### config.mk
export PLATFORM = sky130hd
export DESIGN_NAME = intr_gather
export DESIGN_NICKNAME = d
export VERILOG_FILES = /design/src/rtl/intr_gather_pkg.sv /design/src/rtl/intr_gather_decode.sv /design/src/rtl/intr_gather_status.sv /design/src/rtl/intr_gather_mask.sv /design/src/rtl/intr_gather.sv
export SDC_FILE = /design/constraint.sdc
export NUM_CORES = 1
export LEC_CHECK = 0
export BUFFER_PORTS_ARGS = -buffer_cell sky130_fd_sc_hd__clkbuf_2
export CORE_MARGIN = 2
export CORE_UTILIZATION = 35
export CTS_BUF_LIST = sky130_fd_sc_hd__clkbuf_16
export CTS_CLUSTER_DIAMETER = 120
export DETAILED_ROUTE_END_ITERATION = 6
export GPL_TIMING_DRIVEN = 0
export SLEW_MARGIN = 20
export SYNTH_ARGS = -nofsm -noshare
export SYNTH_HDL_FRONTEND = slang
export SYNTH_HIERARCHICAL = 1
export SYNTH_SLANG_ARGS = --single-unit
### constraint.sdc
create_clock -name clk -period 1.4 [get_ports clk]
set_input_delay 0.28 -clock clk [delete_from_list [all_inputs] [get_ports clk]]
set_output_delay 0.28 -clock clk [all_outputs]
set_load 0.02 [all_outputs]
### src/rtl/intr_gather_pkg.sv
package intr_gather_pkg;

    typedef enum logic [2:0] {
        SEL_NONE,
        SEL_STATUS,
        SEL_CLEAR,
        SEL_MSTAT,
        SEL_MSET,
        SEL_MCLR
    } reg_sel_e;

    typedef enum logic {
        REQ_IDLE,
        REQ_RAISED
    } req_state_e;

endpackage

### src/rtl/intr_gather_decode.sv
module intr_gather_decode
    import intr_gather_pkg::*;
#(
    parameter int ADDR_W  = 8,
    parameter bit LATCHED = 1'b1
) (
    input  logic [ADDR_W-1:0] addr_i,
    output reg_sel_e          sel_o
);

    localparam int OFF_STATUS = 0;
    localparam int OFF_CLEAR  = 8;
    localparam int OFF_MSTAT  = LATCHED ? 12 : 4;
    localparam int OFF_MSET   = LATCHED ? 16 : 8;
    localparam int OFF_MCLR   = LATCHED ? 20 : 12;

    localparam logic [ADDR_W-1:0] A_STATUS = ADDR_W'(OFF_STATUS);
    localparam logic [ADDR_W-1:0] A_CLEAR  = ADDR_W'(OFF_CLEAR);
    localparam logic [ADDR_W-1:0] A_MSTAT  = ADDR_W'(OFF_MSTAT);
    localparam logic [ADDR_W-1:0] A_MSET   = ADDR_W'(OFF_MSET);
    localparam logic [ADDR_W-1:0] A_MCLR   = ADDR_W'(OFF_MCLR);

    always_comb begin
        sel_o = SEL_NONE;
        if (addr_i == A_STATUS) begin
            sel_o = SEL_STATUS;
        end else if (addr_i == A_MSTAT) begin
            sel_o = SEL_MSTAT;
        end else if (addr_i == A_MSET) begin
            sel_o = SEL_MSET;
        end else if (addr_i == A_MCLR) begin
            sel_o = SEL_MCLR;
        end else if (LATCHED && (addr_i == A_CLEAR)) begin
            sel_o = SEL_CLEAR;
        end
    end

endmodule

### src/rtl/intr_gather_status.sv
module intr_gather_status #(
    parameter int DATA_W  = 32,
    parameter bit LATCHED = 1'b1
) (
    input  logic              clk,
    input  logic              rst_n,
    input  logic [DATA_W-1:0] src_i,
    input  logic              clr_en_i,
    input  logic [DATA_W-1:0] clr_bits_i,
    output logic [DATA_W-1:0] status_o
);

    logic [DATA_W-1:0] status_q;

    generate
        if (LATCHED) begin : g_latch
            logic [DATA_W-1:0] prev_q;
            logic [DATA_W-1:0] edge_v;
            logic [DATA_W-1:0] kill_v;

            assign edge_v = src_i & ~prev_q;
            assign kill_v = clr_en_i ? clr_bits_i : '0;

            always_ff @(posedge clk or negedge rst_n) begin
                if (!rst_n) begin
                    prev_q   <= '0;
                    status_q <= '0;
                end else begin
                    prev_q   <= src_i;
                    status_q <= (status_q & ~kill_v) | edge_v;
                end
            end


            edge_sticky_chk: assert property (@(posedge clk) disable iff (!rst_n)
                (|edge_v) |=> ((status_q & $past(edge_v)) == $past(edge_v)));


            clr_apply_chk: assert property (@(posedge clk) disable iff (!rst_n)
                clr_en_i |=> ((status_q & $past(clr_bits_i) & ~$past(edge_v)) == '0));
        end else begin : g_level
            logic unused_clr;
            assign unused_clr = clr_en_i | (|clr_bits_i);

            always_ff @(posedge clk or negedge rst_n) begin
                if (!rst_n) begin
                    status_q <= '0;
                end else begin
                    status_q <= src_i;
                end
            end
        end
    endgenerate

    assign status_o = status_q;

endmodule

### src/rtl/intr_gather_mask.sv
module intr_gather_mask #(
    parameter int DATA_W = 32
) (
    input  logic              clk,
    input  logic              rst_n,
    input  logic              set_en_i,
    input  logic              clr_en_i,
    input  logic [DATA_W-1:0] bits_i,
    output logic [DATA_W-1:0] mask_o
);

    logic [DATA_W-1:0] mask_q;

    always_ff @(posedge clk or negedge rst_n) begin
        if (!rst_n) begin
            mask_q <= '1;
        end else if (set_en_i) begin
            mask_q <= mask_q | bits_i;
        end else if (clr_en_i) begin
            mask_q <= mask_q & ~bits_i;
        end
    end

    assign mask_o = mask_q;


    mask_set_chk: assert property (@(posedge clk) disable iff (!rst_n)
        set_en_i |=> ((mask_q & $past(bits_i)) == $past(bits_i)));


    mask_clr_chk: assert property (@(posedge clk) disable iff (!rst_n)
        (clr_en_i && !set_en_i) |=> ((mask_q & $past(bits_i)) == '0));


    mask_keep_chk: assert property (@(posedge clk) disable iff (!rst_n)
        (set_en_i || clr_en_i) |=>
            ((mask_q & ~$past(bits_i)) == ($past(mask_q) & ~$past(bits_i))));

endmodule

### src/rtl/intr_gather.sv
module intr_gather
    import intr_gather_pkg::*;
#(
    parameter int DATA_W  = 32,
    parameter int ADDR_W  = 8,
    parameter bit LATCHED = 1'b1
) (
    input  logic              clk,
    input  logic              rst_n,
    input  logic [DATA_W-1:0] src_i,
    input  logic [ADDR_W-1:0] addr_i,
    input  logic              wr_en_i,
    input  logic [DATA_W-1:0] wdata_i,
    input  logic              rd_en_i,
    output logic [DATA_W-1:0] rdata_o,
    output logic              irq_o
);

    reg_sel_e          sel_w;
    logic [DATA_W-1:0] status_w;
    logic [DATA_W-1:0] mask_w;
    logic [DATA_W-1:0] pend_w;
    logic [DATA_W-1:0] rd_mux;
    logic [DATA_W-1:0] rdata_q;
    logic              wr_clr;
    logic              wr_mset;
    logic              wr_mclr;
    req_state_e        state_q;
    req_state_e        state_d;

    intr_gather_decode #(
        .ADDR_W  (ADDR_W),
        .LATCHED (LATCHED)
    ) decode_i (
        .addr_i (addr_i),
        .sel_o  (sel_w)
    );

    assign wr_clr  = wr_en_i && (sel_w == SEL_CLEAR);
    assign wr_mset = wr_en_i && (sel_w == SEL_MSET);
    assign wr_mclr = wr_en_i && (sel_w == SEL_MCLR);

    intr_gather_status #(
        .DATA_W  (DATA_W),
        .LATCHED (LATCHED)
    ) status_i (
        .clk        (clk),
        .rst_n      (rst_n),
        .src_i      (src_i),
        .clr_en_i   (wr_clr),
        .clr_bits_i (wdata_i),
        .status_o   (status_w)
    );

    intr_gather_mask #(
        .DATA_W (DATA_W)
    ) mask_i (
        .clk      (clk),
        .rst_n    (rst_n),
        .set_en_i (wr_mset),
        .clr_en_i (wr_mclr),
        .bits_i   (wdata_i),
        .mask_o   (mask_w)
    );

    assign pend_w = status_w & ~mask_w;

    always_comb begin
        case (sel_w)
            SEL_STATUS: rd_mux = status_w;
            SEL_MSTAT:  rd_mux = mask_w;
            default:    rd_mux = '0;
        endcase
    end

    always_ff @(posedge clk or negedge rst_n) begin
        if (!rst_n) begin
            rdata_q <= '0;
        end else begin
            rdata_q <= rd_en_i ? rd_mux : '0;
        end
    end

    assign rdata_o = rdata_q;

    // request state register
    always_ff @(posedge clk or negedge rst_n) begin
        if (!rst_n) begin
            state_q <= REQ_IDLE;
        end else begin
            state_q <= state_d;
        end
    end

    // request next state
    always_comb begin
        state_d = state_q;
        unique case (state_q)
            REQ_IDLE:   if (|pend_w)  state_d = REQ_RAISED;
            REQ_RAISED: if (!(|pend_w)) state_d = REQ_IDLE;
            default:    state_d = REQ_IDLE;
        endcase
    end

    // request output
    always_comb begin
        irq_o = (state_q == REQ_RAISED);
    end


    irq_follow_chk: assert property (@(posedge clk) disable iff (!rst_n)
        1'b1 |=> (irq_o == $past(|pend_w)));


    rd_wo_zero_chk: assert property (@(posedge clk) disable iff (!rst_n)
        (rd_en_i && (sel_w != SEL_STATUS) && (sel_w != SEL_MSTAT)) |=> (rdata_o == '0));


    rd_idle_zero_chk: assert property (@(posedge clk) disable iff (!rst_n)
        !rd_en_i |=> (rdata_o == '0));

endmodule

Word level (Yosys, flattened, before mapping). Index checks and enable logic that the tools add are counted.

Flip-flop bits (word level): 129. Bits in latches: 0. RAM bits: 0. ROM bits: 0. Output and inout bits: 33. Logic and storage cells: 41. Memories kept: 0.

Add/subtract/negate cells: 0. Multipliers: 0. Div/mod/pow operators: 0. $lt $le $gt $ge: 0. Eq/ne operators: 9. Shift operators: 0. Mux-type cells: 11. Bitwise operators: 10. Reduce and logical (&&, ||, !) cells: 6.

Operator list (number): AND 32 bit (4); 2-to-1 mux 32 bit (4); inverter 32 bit (4); bitwise OR 32 bit (2); case mux 32 bit (2 select lines) (1); OR reduction 32 bit (1); == test 8 x 4 -> 1 bit, second input constant (2); == test 8 x 5 -> 1 bit, second input constant (2); 2-to-1 mux 3 bit (4); logical NOT 8 bit (1); == test 3 x 2 -> 1 bit, second input constant (2); == test 3 bit, second input constant (2); == test 3 x 1 -> 1 bit, second input constant (1); logical AND 1 bit (3); 2-to-1 mux 2 bit (1); nonzero test 2 bit (1); 2-to-1 mux 1 bit (1).

Logic depth before layout (Yosys ltp).
Depth in word-level cells: 12. Depth in mapped cells: 8. Mapped depth without buffers: 6.

Modules after synthesis. The synthesis kept the hierarchy.

Modules (own cells, without submodules): intr_gather_status (times used 1, cells each 163, area an instance 2155.8 um2, sequential area each 1601.5 um2); intr_gather (times used 1, cells each 165, area an instance 1908.1 um2, sequential area each 825.8 um2); intr_gather_mask (times used 1, cells each 102, area an instance 1290.0 um2, sequential area each 840.8 um2); intr_gather_decode (times used 1, cells each 9, area an instance 75.1 um2, sequential area each 0.0 um2).

Least setup slack after synthesis. No wires, ideal clock.

Kind: input to register. Start point: in addr_i[1]. End point: reg status_i.status_q[0] (netlist: status_i/status_o[0]). Arrival time: 1543 ps. Setup slack: -264 ps. Cell stages on the path: 7. Path buffers: 1. Cell sequence: nor3_2 -> nand2_2 -> nor3b_2 -> and4bb_2 -> buf_6 -> nand2_1 -> a22o_1.

Longest elaborated chain between the ends: 12.

RTL lines: start, declared (line intr_gather.sv:11) `input logic [ADDR_W-1:0] addr_i,`; == test 8 x 4 -> 1 bit (line intr_gather_decode.sv:33) `end else if (LATCHED && (addr_i == A_CLEAR)) begin`; 2-to-1 mux 2 bit (line intr_gather_decode.sv:33); 2-to-1 mux 3 bit (line intr_gather_decode.sv:31) `end else if (addr_i == A_MCLR) begin`; 2-to-1 mux 3 bit (line intr_gather_decode.sv:29) `end else if (addr_i == A_MSET) begin`; 2-to-1 mux 3 bit (line intr_gather_decode.sv:27) `end else if (addr_i == A_MSTAT) begin`; 2-to-1 mux 3 bit (*) (line intr_gather_decode.sv:25) `if (addr_i == A_STATUS) begin`; via sel_w[1] (line intr_gather.sv:19) `reg_sel_e sel_w;`; == test 3 x 2 -> 1 bit (*) (line intr_gather.sv:39) `assign wr_clr = wr_en_i && (sel_w == SEL_CLEAR);`; logical AND 1 bit (*) (line intr_gather.sv:39); via wr_clr (line intr_gather.sv:25) `logic wr_clr;`; 2-to-1 mux 32 bit (*) (line intr_gather_status.sv:22) `assign kill_v = clr_en_i ? clr_bits_i : '0;`; inverter 32 bit (*) (line intr_gather_status.sv:30) `status_q <= (status_q & ~kill_v) | edge_v;`; AND 32 bit (*) (line intr_gather_status.sv:30); bitwise OR 32 bit (*) (line intr_gather_status.sv:30); end signal, assigned (line intr_gather_status.sv:30); end, declared (line intr_gather_status.sv:13) `logic [DATA_W-1:0] status_q;`.

Mark *: on every way through the listed nets, which the timed path passes. The rest lies on a longest branch. A chain may end at the register's enable or synchronous reset.

Final worst setup path.
Start point: in addr_i[1]. End point: reg rdata_q[7] (netlist: rdata_o[7]).

Longest elaborated chain between the ends: 9.

RTL lines: == test 8 x 4 -> 1 bit (line intr_gather_decode.sv:33); 2-to-1 mux 2 bit (line intr_gather_decode.sv:33); 2-to-1 mux 3 bit (line intr_gather_decode.sv:31); 2-to-1 mux 3 bit (line intr_gather_decode.sv:29); 2-to-1 mux 3 bit (line intr_gather_decode.sv:27); 2-to-1 mux 3 bit (*) (line intr_gather_decode.sv:25); via sel_w[1] (line intr_gather.sv:19); == test 3 x 2 -> 1 bit or == test 3 x 1 -> 1 bit (tied branches) (line intr_gather.sv:69) `case (sel_w)`; case mux 32 bit (2 select lines) (*) (line intr_gather.sv:69); 2-to-1 mux 32 bit (*) (line intr_gather.sv:80) `rdata_q <= rd_en_i ? rd_mux : '0;`; end signal, assigned (line intr_gather.sv:80); end, declared (line intr_gather.sv:24) `logic [DATA_W-1:0] rdata_q;`.

Marked as above.

==> results.cfg <==
[worst_setup_path]
cp-end-kind = flop
reg2regPathDepth = 3
r2r_slack_ns = 0.14
critPathMaxFanout = 5
cp.arrival_ns = 1.72
reg2reg_to = irq_o
crit_required_ns = 1.70
critical_path_class = in2reg
start_kind = input pin
max_stage_delay_ns = 0.26
worstPathCellList = buf_6 -> nor3_4 -> nand2_4 -> nor3b_4 -> buf_4 -> nor3b_4 -> buf_6 -> clkbuf_16 -> a22oi_2 -> nor2b_2
cpMaxStageDelayCell = nor3b_4

[layout]
syn_to_final_growth_pct = 36.2
final_nets = 685
seqCellArea_um2 = 3270
final_cells = 810
final_core_util_pct = 48.7
final_area_um2 = 7400
layout_commonest_cell = clkbuf_2
drive_gt1_share_pct = 43.1
multi_input_area_um2 = 1820
fillers = 1372
layout_common_cells = clkbuf_2 (104), dfrtp_1 (97), inv_1 (69)
n_antenna_cell = 0

[flow_run]
maxCapViolations = 0

[yosys]
synth_area_per_cell_um2 = 12.4
syn_nets = 515
ys_types = 28
synth-seq-cells = 129
synth_area_um2 = 5430
postSynthCellCount = 439
synth_seq_area_share_pct = 60.2
yosysWarningCount = 6

[timing]
hold_viol = 0
tightest_slew_ns = 0.572
min_period_over_period_pct = 101
fmax_ghz = 0.707
setup_viol = 5
rsz0062_at_grt = yes
slew_violations = 0
fin_skew_ns = 0.00822
period_needed_ns = 1.42
relSlewSlack_pct = 61.8
worst_slack_ns = -0.0151

[power]
leakage_nw = 3.55
switching_power_mw = 1.90
p_per_area_nw_per_um2 = 1140
clkPwrFrac_pct = 46.1
pwr-share-seq_pct = 47.7
swShare_pct = 22.5
p_int_mw = 6.56
comb_power_share_pct = 6.3
peakVddDrop_uv = 844

[drt]
drtIter0Drc = 205
drc = 0
avgViaCountPerCell = 4.82
routed_wirelength_um = 14600
ant_nets = 0
drt-wirelength-per-cell_um = 18.0
drt_pass1_iterations = 4
vias = 3903

[clocking]
cts.clk_slew.worst_paths_ns = 0.05
cts_sinks = 129
cts-buffers-inserted = 17
root_buffer = clkbuf_16
htreeDepth = 4
cts_tree = built
clk_latency_ns = 0.42
clock_path_buffers = 2

[status]
violations = setup timing
status = finished, violations left

[hold_path]
hold-path-cell-count = 1
min_path_type = in2reg
min_from = src_i[22]
whs_endpoint = status_i/g_latch.prev_q[22]

[floorplan]
fp-row-count = 45
die_w_um = 129
initial_core_util_pct = 35.7
coreArea_um2 = 15200
io-pin-count = 109
die_y_um = 129
die_area_um2 = 16500

[placed_design]
dp.cells = 736
hpwl_um = 9500
dpl-instance-area_um2 = 6270
portBuffers = 108
place.gp.congestion = 0.850
post-place-ws_ns = -0.565

[global_route]
grt_pass1_vias = 4125
grt_pass1_wl_um = 22500
grt_max_degree = 82
track_usage_pct = 18.5
antenna_found_initial = 0
grt_overflow = 0
stage by stage:
stage                     TNS, ns  hold slack [ns]  total power [mW]
after detailed placement   -47.26            0.257              4.53
after global routing        -3.12           0.0197              8.81
final                     -0.0449           0.0200              8.46
after floorplan            -16.53          -0.0156              4.22
after global placement    -263.90            0.405              4.50
after CTS                 -0.0764          0.00145              8.55
cells in the mapped netlist:
library cell | count | area share, %
and4bb_2 | 2 | 0.46
nor2b_2 | 30 | 4.8
a22oi_2 | 30 | 6.9
nor3b_2 | 2 | 0.46
clkbuf_1 | 3 | 0.21
and4b_2 | 1 | 0.21
a22o_1 | 64 | 10
dfstp_2 | 32 | 15
a22oi_1 | 2 | 0.28
nor2b_1 | 2 | 0.23
nor3_2 | 1 | 0.18
o22ai_1 | 16 | 1.8
nand2_2 | 1 | 0.12
nand2_1 | 64 | 4.4
nor3b_4 | 1 | 0.35
buf_8 | 3 | 0.83
nor4_1 | 4 | 0.46
xor2_1 | 1 | 0.16
dfrtp_1 | 97 | 45
buf_6 | 10 | 2.1
nand3b_1 | 1 | 0.14
nand4_1 | 1 | 0.12
and3b_1 | 1 | 0.16
nor2_1 | 1 | 0.069
buf_2 | 3 | 0.28
nor2_2 | 1 | 0.12
inv_1 | 64 | 4.4
o21a_1 | 1 | 0.14
how the worst max path moves through the flow:
stage | startpoint | endpoint | slack [ns] | cells past startpoint
floorplan | addr_i[1] | status_i/status_o[0] | -0.21 | 7
global placement | rst_n | status_i/g_latch.prev_q[4] | -1.92 | 1
detailed placement | addr_i[1] | status_i/status_o[19] | -0.56 | 8
CTS | addr_i[1] | status_i/status_o[14] | -0.01 | 8
global route | addr_i[1] | status_i/status_o[12] | -0.07 | 8
finish | addr_i[1] | rdata_o[7] | -0.02 | 10
power groups by stage:
stage	combinational (mW)	sequential [mW]	clock, mW
global placement	0.416	4.08	0
finish	0.529	4.03	3.90
floorplan	0.158	4.06	0
global route	0.588	4.05	4.17
detailed placement	0.443	4.09	0
CTS	0.523	4.03	3.99
layout make-up:
type                            count  area share (%)
Tap cell                          188            3.18
Buffer                             19            3.42
Clock inverter                     15            1.22
Multi-Input combinational cell    227            24.6
Inverter                           64            3.25
Timing Repair Buffer              151            14.4
Clock buffer                       17            5.75
Sequential cell                   129            44.2
routing by layer:
metal  track usage, %  wire (um)
met4             7.61        145
met5                0          0
met3             4.57        780
met2             29.1       7030
met1             24.7       6650
cell families after synthesis:
kind of cell,synth area share [%]
buf+inv,7.81
compound gates,19.5
flops,60.2
simple gates,12.3
xor+xnor,0.161
critical path, delay by kind of cell:
kind                   cells  cell delay (ns)
AO/OA/AOI/OAI              1             0.18
AND/OR/NAND/NOR            5             0.67
buffers and inverters      4             0.57
repair_timing:
item                       4_1_cts  5_1_grt
gates resized for setup         19       20
buffers inserted                 8        0
hold endpoints to repair        66        1
setup endpoints to repair       88       95
hold buffers                    31        1
gates cloned                     1        2
pin swaps                       15       31
(Power assumes the default switching activity.)
